$ cat src/rtl/iobt_pkg.sv
package iobt_pkg;

    localparam int DATA_W = 64;
    localparam int LANES  = DATA_W / 8;
    localparam int ADDR_W = 29;

    typedef enum logic [2:0] {
        CK_MEM  = 3'd0,
        CK_IORD = 3'd1,
        CK_IOWR = 3'd2,
        CK_INTA = 3'd3,
        CK_SPEC = 3'd4
    } cyc_kind_e;

    typedef struct packed {
        cyc_kind_e          kind;
        logic [LANES-1:0]   lanes;
    } cyc_info_t;

    // Map the three cycle-definition lines to a cycle kind.
    function automatic cyc_kind_e classify(logic is_data, logic is_mem, logic is_wr);
        if (is_mem)
            return CK_MEM;
        case ({is_data, is_wr})
            2'b10:   return CK_IORD;
            2'b11:   return CK_IOWR;
            2'b00:   return CK_INTA;
            default: return CK_SPEC;
        endcase
    endfunction

endpackage

$ cat src/rtl/iobt_seq.sv
module iobt_seq
    import iobt_pkg::*;
#(
    parameter int                WAIT    = 2,
    parameter int                IDX_W   = 2,
    parameter logic [ADDR_W-1:0] IO_BASE = 29'h40
) (
    input  logic                 clk,
    input  logic                 rst,
    input  logic                 strobe,
    input  logic [ADDR_W-1:0]    addr,
    input  logic [LANES-1:0]     lane_en,
    input  logic                 cyc_data,
    input  logic                 cyc_mem,
    input  logic                 cyc_wr,
    output logic                 ready,
    output cyc_info_t            cur,
    output logic [IDX_W-1:0]     idx
);
    localparam int CW = 3;

    cyc_kind_e    kind_now;
    logic         in_window;
    logic         claim;
    logic         accept;
    logic         busy;
    logic [CW-1:0] cnt;

    always_comb begin
        kind_now  = classify(cyc_data, cyc_mem, cyc_wr);
        in_window = (addr[ADDR_W-1:IDX_W] == IO_BASE[ADDR_W-1:IDX_W]);
        claim     = (kind_now == CK_INTA) || (kind_now == CK_SPEC) ||
                    (((kind_now == CK_IORD) || (kind_now == CK_IOWR)) && in_window);
        accept    = strobe && !busy && !ready && claim;
    end

    always_ff @(posedge clk) begin
        if (rst) begin
            busy  <= 1'b0;
            ready <= 1'b0;
            cnt   <= '0;
            cur   <= '{kind: CK_MEM, lanes: '0};
            idx   <= '0;
        end else begin
            ready <= 1'b0;
            if (accept) begin
                cur <= '{kind: kind_now, lanes: lane_en};
                idx <= addr[IDX_W-1:0];
                if (WAIT == 0) begin
                    ready <= 1'b1;
                end else begin
                    busy <= 1'b1;
                    cnt  <= CW'(WAIT - 1);
                end
            end else if (busy) begin
                if (cnt == '0) begin
                    busy  <= 1'b0;
                    ready <= 1'b1;
                end else begin
                    cnt <= cnt - 1'b1;
                end
            end
        end
    end

    // Checker counter: clocks since the last accepted strobe.
    logic [3:0] gap;
    always_ff @(posedge clk) begin
        if (rst)
            gap <= '0;
        else if (accept)
            gap <= '0;
        else if (gap != 4'hF)
            gap <= gap + 1'b1;
    end

    a_r6_ready_one_clock: assert property (@(posedge clk) disable iff (rst)
        ready |=> !ready);

    a_r6_wait_count: assert property (@(posedge clk) disable iff (rst)
        ready |-> (gap == 4'(WAIT)));

    a_r1_memory_unclaimed: assert property (@(posedge clk) disable iff (rst)
        (strobe && cyc_mem && !busy && !ready) |=> (!busy && !ready));

    a_r7_frozen_while_busy: assert property (@(posedge clk) disable iff (rst)
        busy |=> ($stable(cur) && $stable(idx)));

endmodule

$ cat src/rtl/iobt_regbank.sv
module iobt_regbank
    import iobt_pkg::*;
#(
    parameter int NREGS   = 4,
    parameter int IDX_W   = 2,
    parameter int VEC_IDX = 3
) (
    input  logic               clk,
    input  logic               rst,
    input  logic               wr_en,
    input  logic [IDX_W-1:0]   idx,
    input  logic [LANES-1:0]   lanes,
    input  logic [DATA_W-1:0]  wdata,
    output logic [DATA_W-1:0]  rd_word,
    output logic [7:0]         vec_byte
);
    logic [NREGS-1:0][DATA_W-1:0] bank;

    for (genvar r = 0; r < NREGS; r++) begin : g_reg
        for (genvar b = 0; b < LANES; b++) begin : g_lane
            always_ff @(posedge clk) begin
                if (rst)
                    bank[r][8*b +: 8] <= '0;
                else if (wr_en && (idx == IDX_W'(r)) && lanes[b])
                    bank[r][8*b +: 8] <= wdata[8*b +: 8];
            end
        end
    end

    always_comb begin
        rd_word  = bank[idx];
        vec_byte = bank[VEC_IDX][7:0];
    end

    a_r3_hold_without_write: assert property (@(posedge clk) disable iff (rst)
        !wr_en |=> $stable(bank));

endmodule

$ cat src/rtl/iobt_target.sv
module iobt_target
    import iobt_pkg::*;
#(
    parameter int                WAIT    = 2,
    parameter int                NREGS   = 4,
    parameter int                VEC_IDX = 3,
    parameter logic [ADDR_W-1:0] IO_BASE = 29'h40
) (
    input  logic               clk,
    input  logic               rst,
    input  logic               strobe,
    input  logic [28:0]        addr,
    input  logic [7:0]         lane_en,
    input  logic               cyc_data,
    input  logic               cyc_mem,
    input  logic               cyc_wr,
    input  logic [63:0]        wdata,
    output logic [63:0]        rdata,
    output logic               ready,
    output logic               spec_pulse,
    output logic [7:0]         spec_lanes
);
    localparam int IDX_W = (NREGS > 1) ? $clog2(NREGS) : 1;

    cyc_info_t          cur;
    logic [IDX_W-1:0]   idx;
    logic [DATA_W-1:0]  rd_word;
    logic [7:0]         vec_byte;
    logic               wr_en;

    iobt_seq #(.WAIT(WAIT), .IDX_W(IDX_W), .IO_BASE(IO_BASE)) u_seq (
        .clk      (clk),
        .rst      (rst),
        .strobe   (strobe),
        .addr     (addr),
        .lane_en  (lane_en),
        .cyc_data (cyc_data),
        .cyc_mem  (cyc_mem),
        .cyc_wr   (cyc_wr),
        .ready    (ready),
        .cur      (cur),
        .idx      (idx)
    );

    assign wr_en = ready && (cur.kind == CK_IOWR);

    iobt_regbank #(.NREGS(NREGS), .IDX_W(IDX_W), .VEC_IDX(VEC_IDX)) u_bank (
        .clk      (clk),
        .rst      (rst),
        .wr_en    (wr_en),
        .idx      (idx),
        .lanes    (cur.lanes),
        .wdata    (wdata),
        .rd_word  (rd_word),
        .vec_byte (vec_byte)
    );

    always_comb begin
        rdata      = '0;
        spec_pulse = 1'b0;
        spec_lanes = '0;
        if (ready) begin
            case (cur.kind)
                CK_IORD: rdata = rd_word;
                CK_INTA: rdata = {{(DATA_W-8){1'b0}}, vec_byte};
                CK_SPEC: begin
                    spec_pulse = 1'b1;
                    spec_lanes = cur.lanes;
                end
                default: ;
            endcase
        end
    end

    a_r5_flag_one_clock: assert property (@(posedge clk) disable iff (rst)
        spec_pulse |=> !spec_pulse);

endmodule

$ cat config.mk
export PLATFORM = sky130hd
export DESIGN_NAME = iobt_target
export DESIGN_NICKNAME = d
export VERILOG_FILES = /design/src/rtl/iobt_pkg.sv /design/src/rtl/iobt_seq.sv /design/src/rtl/iobt_regbank.sv /design/src/rtl/iobt_target.sv
export SDC_FILE = /design/constraint.sdc
export NUM_CORES = 1
export LEC_CHECK = 0
export ABC_AREA = 1
export BUFFER_PORTS_ARGS = -buffer_cell sky130_fd_sc_hd__clkbuf_2
export CAP_MARGIN = 30
export CORE_MARGIN = 1
export CORE_UTILIZATION = 63
export CTS_BUF_LIST = sky130_fd_sc_hd__clkbuf_2
export CTS_CLUSTER_DIAMETER = 200
export DETAILED_ROUTE_END_ITERATION = 8
export PLACE_DENSITY = 0.87
export SYNTH_ARGS = -nofsm -noshare
export SYNTH_HDL_FRONTEND = slang
export SYNTH_SLANG_ARGS = --single-unit
$ cat constraint.sdc
create_clock -name clk -period 2.9 [get_ports clk]
set_input_delay 0.29 -clock clk [delete_from_list [all_inputs] [get_ports clk]]
set_output_delay 0.29 -clock clk [all_outputs]
set_load 0.1 [all_outputs]
-- Yosys cells after proc, flatten, opt, wreduce, memory -nomap -nowiden
Index checks and enable logic that the tools add are counted.
- register bits after elaboration: 274
- bits in latches: 0
- memory bits (writable): 0
- memory bits (read-only): 0
- input port bits: 107
- output and inout bits: 74
- word-level logic and storage cells: 131
- memories: 0
- add/sub/neg operators: 1
- $mul: 0
- div/mod/pow operators: 0
- $lt $le $gt $ge: 1
- equal/unequal tests: 15
- shift-type cells: 0
- muxes and demuxes: 19
- bitwise logic cells: 2
- reduce and logical (&&, ||, !) cells: 54
- operators with widths (kind ; count):
    binary-select mux 64 bit (select 2 bit) ; 1
    two-way mux 64 bit ; 2
    one-hot mux 64 bit (2 select lines) ; 1
    logical AND 1 bit ; 41
    == test 27 x 5 -> 1 bit (second input constant) ; 1
    two-way mux 8 bit ; 2
    == test 3 x 2 -> 1 bit (second input constant) ; 4
    two-way mux 1 bit ; 10
    one-hot mux 3 bit (3 select lines) ; 1
    == test 2 bit (second input constant) ; 4
    == test 3 x 1 -> 1 bit (second input constant) ; 2
    == test 3 bit (second input constant) ; 2
    two-way mux 3 bit ; 2
    logical NOT 2 bit ; 2
    AND reduction 2 bit ; 2
    logical NOT 3 bit ; 1
    logical OR 1 bit ; 3
    < comparator 2 x 3 -> 1 bit (second input constant) ; 1
    OR reduction 3 bit ; 1
    subtractor 3 x 1 -> 3 bit (second input constant) ; 1
    == test 2 x 1 -> 1 bit (second input constant) ; 1
    logical NOT 1 bit ; 2
    != test 2 x 1 -> 1 bit (second input constant) ; 1
    inverter 1 bit ; 2
    2 further kinds ; 2

-- Depth between registers and ports, before layout
Gate-level depths: netlist (run 1).
- word-level depth: 10
- depth in mapped cells: 12
- mapped depth without buffers: 12

-- Cells and area by module
A second synthesis (run 1) with hierarchy kept.
- cell total of the unflattened synthesis: 2431
- area total of the unflattened synthesis: 14766.7 um^2
- by module, submodules not included (module ; times used ; cells each ; area each (um^2) ; sequential area each (um^2)):
    iobt_regbank ; 1 ; 2089 ; 12598.3 ; 5124.9
    iobt_target ; 1 ; 187 ; 1088.5 ; 0.0
    iobt_seq ; 1 ; 155 ; 1079.8 ; 360.3

-- Least setup slack after synthesis (run 1)
OpenSTA, ideal clock, no wires.
- path type: register to output
- start: reg u_seq.ready
- end: out rdata[23]
- arrival: 3332 ps
- required time: 2610 ps
- path slack: -722 ps
- stages on the path, launching flop included: 6
- path buffers: 3
- cell sequence: dfxtp_1 buf_2 nand2_1 clkbuf_1 clkbuf_1 a31oi_1
- longest elaborated chain between the ends: 1
- ends and longest elaborated chain (item ; line ; source):
    from (decl) ; iobt_seq.sv:16 ; output logic ready,
    from (signal assigned) ; iobt_seq.sv:40 ; ready <= 1'b0;
    from (signal assigned) ; iobt_seq.sv:45 ; ready <= 1'b0;
    from (signal assigned) ; iobt_seq.sv:50 ; ready <= 1'b1;
    two-way mux 64 bit ; iobt_target.sv:62 ; if (ready) begin
    to (decl) ; iobt_target.sv:18 ; output logic [63:0] rdata,
Every way passes these cells.

-- Final worst setup path (run 1)
- start: reg, netlist name u_seq.cur[10]
- end: out spec_lanes[2]
- longest elaborated chain between the ends: 3
- ends and longest elaborated chain (item ; line ; source):
    == test 3 bit ; iobt_target.sv:63 ; case (cur.kind)
    two-way mux 8 bit ; iobt_target.sv:63 ;
    two-way mux 8 bit ; iobt_target.sv:62 ;
    to (decl) ; iobt_target.sv:21 ; output logic [7:0] spec_lanes
Every way passes these cells.

==> metrics.cfg, run 1 <==
[outcome]
outcome = completed

[grt]
grt_max_degree = 88
grt_overflow = 0
antenna_found_initial = 3
grt_usage_pct = 39.6
grt_pass1_vias = 11900
grt_first_pass_wirelength_um = 58200

[final_layout]
syn2layout_area_growth_pct = 33.8
final_nets = 2002
fin_area_sq_um = 15400
drive_gt1_share_pct = 21.4
multiInputGateArea_sq_um = 5930
seq_area_sq_um = 5490
fill_cells = 1022
final_common_cell = nor2_1
post-route-util_pct = 85.8
layout_common_cells = nor2_1, dfxtp_1, o21ai_0

[cts]
clkLatencyLatePin_ps = 810
cts_sinks = 274
htreeDepth = 3
cts_tree = built
clk_pin_slew_ps = 100
cts-root-buf = clkbuf_2
clk_path_buf_depth = 3
numCtsBuffers = 70

[floorplan]
start_util_pct = 64.1
ioPinCount = 181
die_area_sq_um = 18800
fp-row-count = 49
core_area_sq_um = 18000
die_h_um = 137
chipWidth_um = 137

[logic_synthesis]
synth_adder_area_share_pct = 0.326
syn_area_sq_um = 11500
synth_cell_types = 32
synth_seq_cells = 274
yosys.area_share.simple_pct = 27.9
ys_seq_area_share_pct = 47.6
synthMuxAreaShare_pct = 0
synth_xor_area_share_pct = 0.0760
synth_area_per_cell_sq_um = 7.16
synth-compound-area-share_pct = 19.4
syn-num-nets = 1719
ys_warn_count = 0
syn_inst = 1609
synth_top_family_by_area = simple AND/OR/NAND/NOR gates

[worst_setup_path]
path_max_fanout = 9
arrival_ps = 2600
end_kind = output pin
cp-start-kind = flip-flop
path_class = flip-flop to output pin
cp.required_ps = 2610

[sta]
setup_viol = 0
tightestPinTransition_ps = 575
rsz0062_at_grt = yes
skew_ps = 30.0
slew-limit-headroom_pct = 61.6
min_period_over_period_pct = 99.6
fmax_ghz = 0.346
hold_viol = 0
min_period_ps = 2890
slew_viol_final = 0

[place]
dpl.hpwl_um = 21500
gp_congestion = 0.836
post_dp_cell_area_sq_um = 13900
port_buffers = 180

[routing]
vias = 12800
viasPerCell = 5.90
drc = 0
ant_nets = 0
wirelength_um = 37200
wl_per_cell_um = 17.2
drt_iter0_drc = 1675
firstDrtPassIters = 6

[pwr]
power.leakage_nw = 6.12
p_int_mw = 4.90
power_frac_clock_pct = 35.5
sw_frac_of_total_pct = 28.0
seq_power_share_pct = 55.8
p_sw_mw = 1.91
report.power.total_mw = 6.81
peakVddDrop_uv = 304
p_comb_share_pct = 8.7
power_density_nw_per_um2 = 442

[job]
maxCapViolCount = 0

[min_path]
min_path_type = input port to flip-flop

==> metal layers <==
metal | track usage [%] | up-vias | routed length, um
met5 | 0 | - | 0
met4 | 20.3 | 0 | 1350
met3 | 7.51 | 132 | 3420
met2 | 66.5 | 836 | 18300
met1 | 48.4 | 5895 | 14100
li1 | - | 5896 | -
==> layout make-up <==
type	count	area share [%]
clock inverters	9	0.219
repair buffers	274	18.5
multi-input cells	1195	38.5
well taps	229	1.86
diodes	3	0.0487
clock buffers	101	3.28
inverters	77	1.99
flip-flops and latches	274	35.6
==> cells in the mapped netlist, drive strengths merged <==
library cell	n	area, sq um
nand3b	10	75.1
o211ai	1	7.51
or2	3	18.8
a22oi	56	420
nor3	5	30.0
ha	3	37.5
and2	1	6.26
a211oi	1	12.5
nand3	11	55.1
a21oi	18	90.1
nor2	558	2240
clkbuf	52	195
nand2	204	766
inv	76	288
a32o	6	60.1
a31oi	56	350
xor2	1	8.76
o21ai	258	1290
clkinv	1	3.75
nand4	2	18.8
buf	12	60.1
dfxtp	274	5490
==> what timing repair did <==
| action | in CTS | in global routing |
|---|---|---|
| pin swaps | 1 | 2 |
| gates cloned | 1 | 0 |
| hold buffers | 77 | 0 |
| resized for setup | 15 | 22 |
| endpoints found under the hold margin | 272 | 0 |
| endpoints found under the setup margin | 64 | 30 |
| buffers inserted | 0 | 2 |
==> sequential cells by signal (all words and copies together) (netlist names) <==
signal,flops
u_bank.bank,248
u_seq.cur,11
u_bank.vec_byte,8
u_seq.cnt,3
u_seq.idx,2
u_seq.busy,1
u_seq.ready,1
==> kinds of logic after synthesis <==
| group | Yosys count |
|---|---|
| AOI/OAI and AO/OA | 396 |
| xor gates and xnor gates | 1 |
| adders and majority gates | 3 |
| buffers and inverters | 141 |
| DFF | 274 |
| and+or+nand+nor | 794 |
==> critical path, cell delays in order (launching register included) <==
cell and delay [ps]:
dfxtp_1 500, inv_2 70, nor3_1 170, nand2_1 330, nor2_1 270, buf_2 460
==> final timing paths <==
path                                     from  depth (start not counted)                  to  slack [ps]
worst min-delay path                   strobe                          6        u_seq.cur[7]         150
worst max register to register    u_seq.ready                          6  u_bank.vec_byte[4]         590
worst min register to register   u_seq.cnt[1]                          2        u_seq.cnt[1]         480
worst max-delay path            u_seq.cur[10]                          5       spec_lanes[2]          10
==> power groups by stage <==
stage          clock, mW  sequential, mW  combinational, mW
6_report            2.42            3.80              0.592
5_1_grt             2.62            3.81              0.639
3_3_place_gp           0            3.89              0.452
2_1_floorplan          0            3.88              0.264
4_1_cts             2.41            3.80              0.557
3_5_place_dp           0            3.89              0.465
==> metrics by stage <==
step | hold WS [ps] | setup TNS, ps | instances | worst slack, ps
after floorplan | 359 | -2870 | 1609 | -172
after global placement | 433 | 0 | 1969 | 651
after detailed placement | 457 | 0 | 1969 | 684
after CTS | 89.0 | 0 | 2157 | 28.5
after global routing | 154 | -1010 | 2162 | -84.9
final | 153 | 0 | 2162 | 10.8
Note: power is estimated with default switching activity, not from simulation.
==> inputs of run 2 (changes only) <==
==> constraint.sdc (replaced) <==
create_clock -name clk -period 2.9 [get_ports clk]
set_input_delay 0.145 -clock clk [delete_from_list [all_inputs] [get_ports clk]]
set_output_delay 0.145 -clock clk [all_outputs]
set_load 0.1 [all_outputs]
==> metrics.cfg, run 2 (synthesis gave the netlist of run 1 again) <==
[grt]
antenna_found_initial = 4  ; +1
grt_pass1_vias = 11900  ; -0.33%
grt_max_degree = 118  ; +34%
grt_usage_pct = 38.5  ; -1.1 points
grt_first_pass_wirelength_um = 56900  ; -2.1%
grt_overflow = 0  ; unchanged

[routing]
wirelength_um = 36600  ; -1.8%
drc = 0  ; unchanged
wl_per_cell_um = 16.9  ; -2.0%
vias = 12600  ; -1.0%
firstDrtPassIters = 7  ; +1
ant_nets = 0  ; unchanged
drt_iter0_drc = 1301  ; -22%
viasPerCell = 5.83  ; -1.2%

[pwr]
peakVddDrop_uv = 285  ; -6.4%
report.power.total_mw = 6.79  ; -0.37%
power.leakage_nw = 6.04  ; -1.5%
power_density_nw_per_um2 = 451  ; +2.0%

[sta]
skew_ps = 46.1  ; +16.1 ps
fin_ws_ps = 118  ; +108 ps
hold_viol = 0  ; unchanged
setup_viol = 0  ; unchanged
slew_viol_final = 0  ; unchanged
slew-limit-headroom_pct = 51.9  ; -9.8 points
min_period_ps = 2780  ; -108 ps
rsz0062_at_grt = yes
fmax_ghz = 0.359  ; +3.9%
tightestPinTransition_ps = 722  ; +147 ps
min_period_over_period_pct = 95.9  ; -3.7 points

[cts]
cts_tree = built
cts_sinks = 274  ; unchanged
htreeDepth = 3  ; unchanged
clk_pin_slew_ps = 100  ; about the same
cts-root-buf = clkbuf_2
numCtsBuffers = 70  ; unchanged
clkLatencyLatePin_ps = 800  ; about the same
clk_path_buf_depth = 3  ; unchanged

[final_layout]
final_nets = 2010  ; +0.40%
final_common_cell = nor2_1
syn2layout_area_growth_pct = 30.7
layout_common_cells = nor2_1, dfxtp_1, o21ai_0
drive_gt1_share_pct = 21.4  ; about the same
largest_register_ffs = 248  ; unchanged
regMostFlops = u_bank.bank

[place]
gp_congestion = 0.824  ; -1.4%
pre_cts_ws_ps = 579  ; -105 ps
dpl.hpwl_um = 21800  ; +1.3%
port_buffers = 180  ; unchanged

[worst_setup_path]
r2r_cells = 9  ; +3
path_max_fanout = 44  ; +35
critPathLaunch = u_seq.idx[1]
r2r_start = u_seq.cur[10]
cp-start-kind = flip-flop
end_kind = output pin
r2r_slack_ps = 560  ; -30 ps
r2r-end = u_bank.bank[20]
arrival_ps = 2640  ; +40 ps
cp.required_ps = 2760  ; +150 ps
path_class = flip-flop to output pin
worstSetupEndpoint = rdata[15]

[floorplan]
fp-row-count = 49  ; unchanged
ioPinCount = 181  ; unchanged
chipWidth_um = 137  ; unchanged
die_h_um = 137  ; unchanged
start_util_pct = 64.1  ; unchanged
core_area_sq_um = 18000  ; unchanged
die_area_sq_um = 18800  ; unchanged

[min_path]
worstHoldStart = addr[24]
min_path_type = input port to flip-flop

[job]
maxCapViolCount = 0  ; unchanged

[outcome]
outcome = completed

==> run 2: changes by cell type in the layout (fill, tap and decap cells not counted), sizes merged <==
| cell | previous run | this run |
|---|---|---|
| clkinv | 10 | 2 |
| dlygate4sd3 | 77 | 82 |
| buf | 82 | 74 |
| diode | 3 | 4 |
| inv | 76 | 80 |
| clkinvlp | 0 | 1 |
| clkbuf | 216 | 226 |
==> run 2: what timing repair did <==
item	CTS	global route
setup endpoints to repair	57	64
cloned	1	0
endpoints found under the hold margin	274	0
buffers inserted	1	0
pin swaps	2	0
hold buffers	82	0
gates resized for setup	16	35
==> run 2: layer usage <==
metal / wire length, um / vias up / GRT usage [%]
li1: - / 5928 / -
met1: 14000 / 5810 / 46.3
met2: 17800 / 772 / 63.2
met3: 3370 / 122 / 9.20
met4: 1440 / 0 / 21.7
met5: 0 / - / 0
==> run 2: worst min-delay path by stage <==
| stage | endpoint | slack (ps) | cells after the start |
|---|---|---|---|
| after floorplan | u_seq.busy | 210 | 1 |
| after global placement | u_bank.bank[21] | 410 | 3 |
| after detailed placement | u_bank.bank[56] | 420 | 3 |
| after CTS | u_seq.idx[1] | 70 | 9 |
| after global routing | u_bank.bank[6] | 150 | 4 |
| final | u_seq.idx[1] | 120 | 9 |
==> run 2: stage by stage <==
| step | setup TNS, ps | hold WS, ps | std cells | instance area, sq um | util (%) |
|---|---|---|---|---|---|
| after floorplan | -6340 | 214 | 1609 | 12100 | - |
| final | 0 | 119 | 2167 | 15100 | 83.8 |
| after detailed placement | 0 | 418 | 1973 | 13600 | 75.5 |
| after CTS | 0 | 69.5 | 2163 | 15000 | 83.4 |
| after global routing | -6.85 | 149 | 2167 | 15100 | 83.8 |
| after global placement | 0 | 413 | 1973 | 13600 | 75.5 |
==> run 2: report_power, final <==
group | leakage [nW] | internal, mW | switching (mW) | total [mW]
clock | 0.436 | 0.894 | 1.49 | 2.38
combinational | 3.39 | 0.230 | 0.370 | 0.600
sequential | 2.21 | 3.78 | 0.0236 | 3.80
total | 6.04 | 4.90 | 1.88 | 6.79
==> run 2: area by class of cell <==
class / instances / area, sq um
multi-input cells: 1195 / 6150
flip-flops and latches: 274 / 5490
fillers: 1137 / 2910
repair buffers: 282 / 2290
clock buffers: 100 / 500
inverters: 77 / 308
well taps: 229 / 287
clock inverters: 6 / 22.5
diodes: 4 / 10.0
==> run 2: worst max-delay path: stages (launching register included) <==
cell and delay, ps:
dfxtp_2 420, inv_2 50, or2_1 260, inv_2 140, buf_12 270, nand2_1 120, a31oi_1 240, buf_4 330
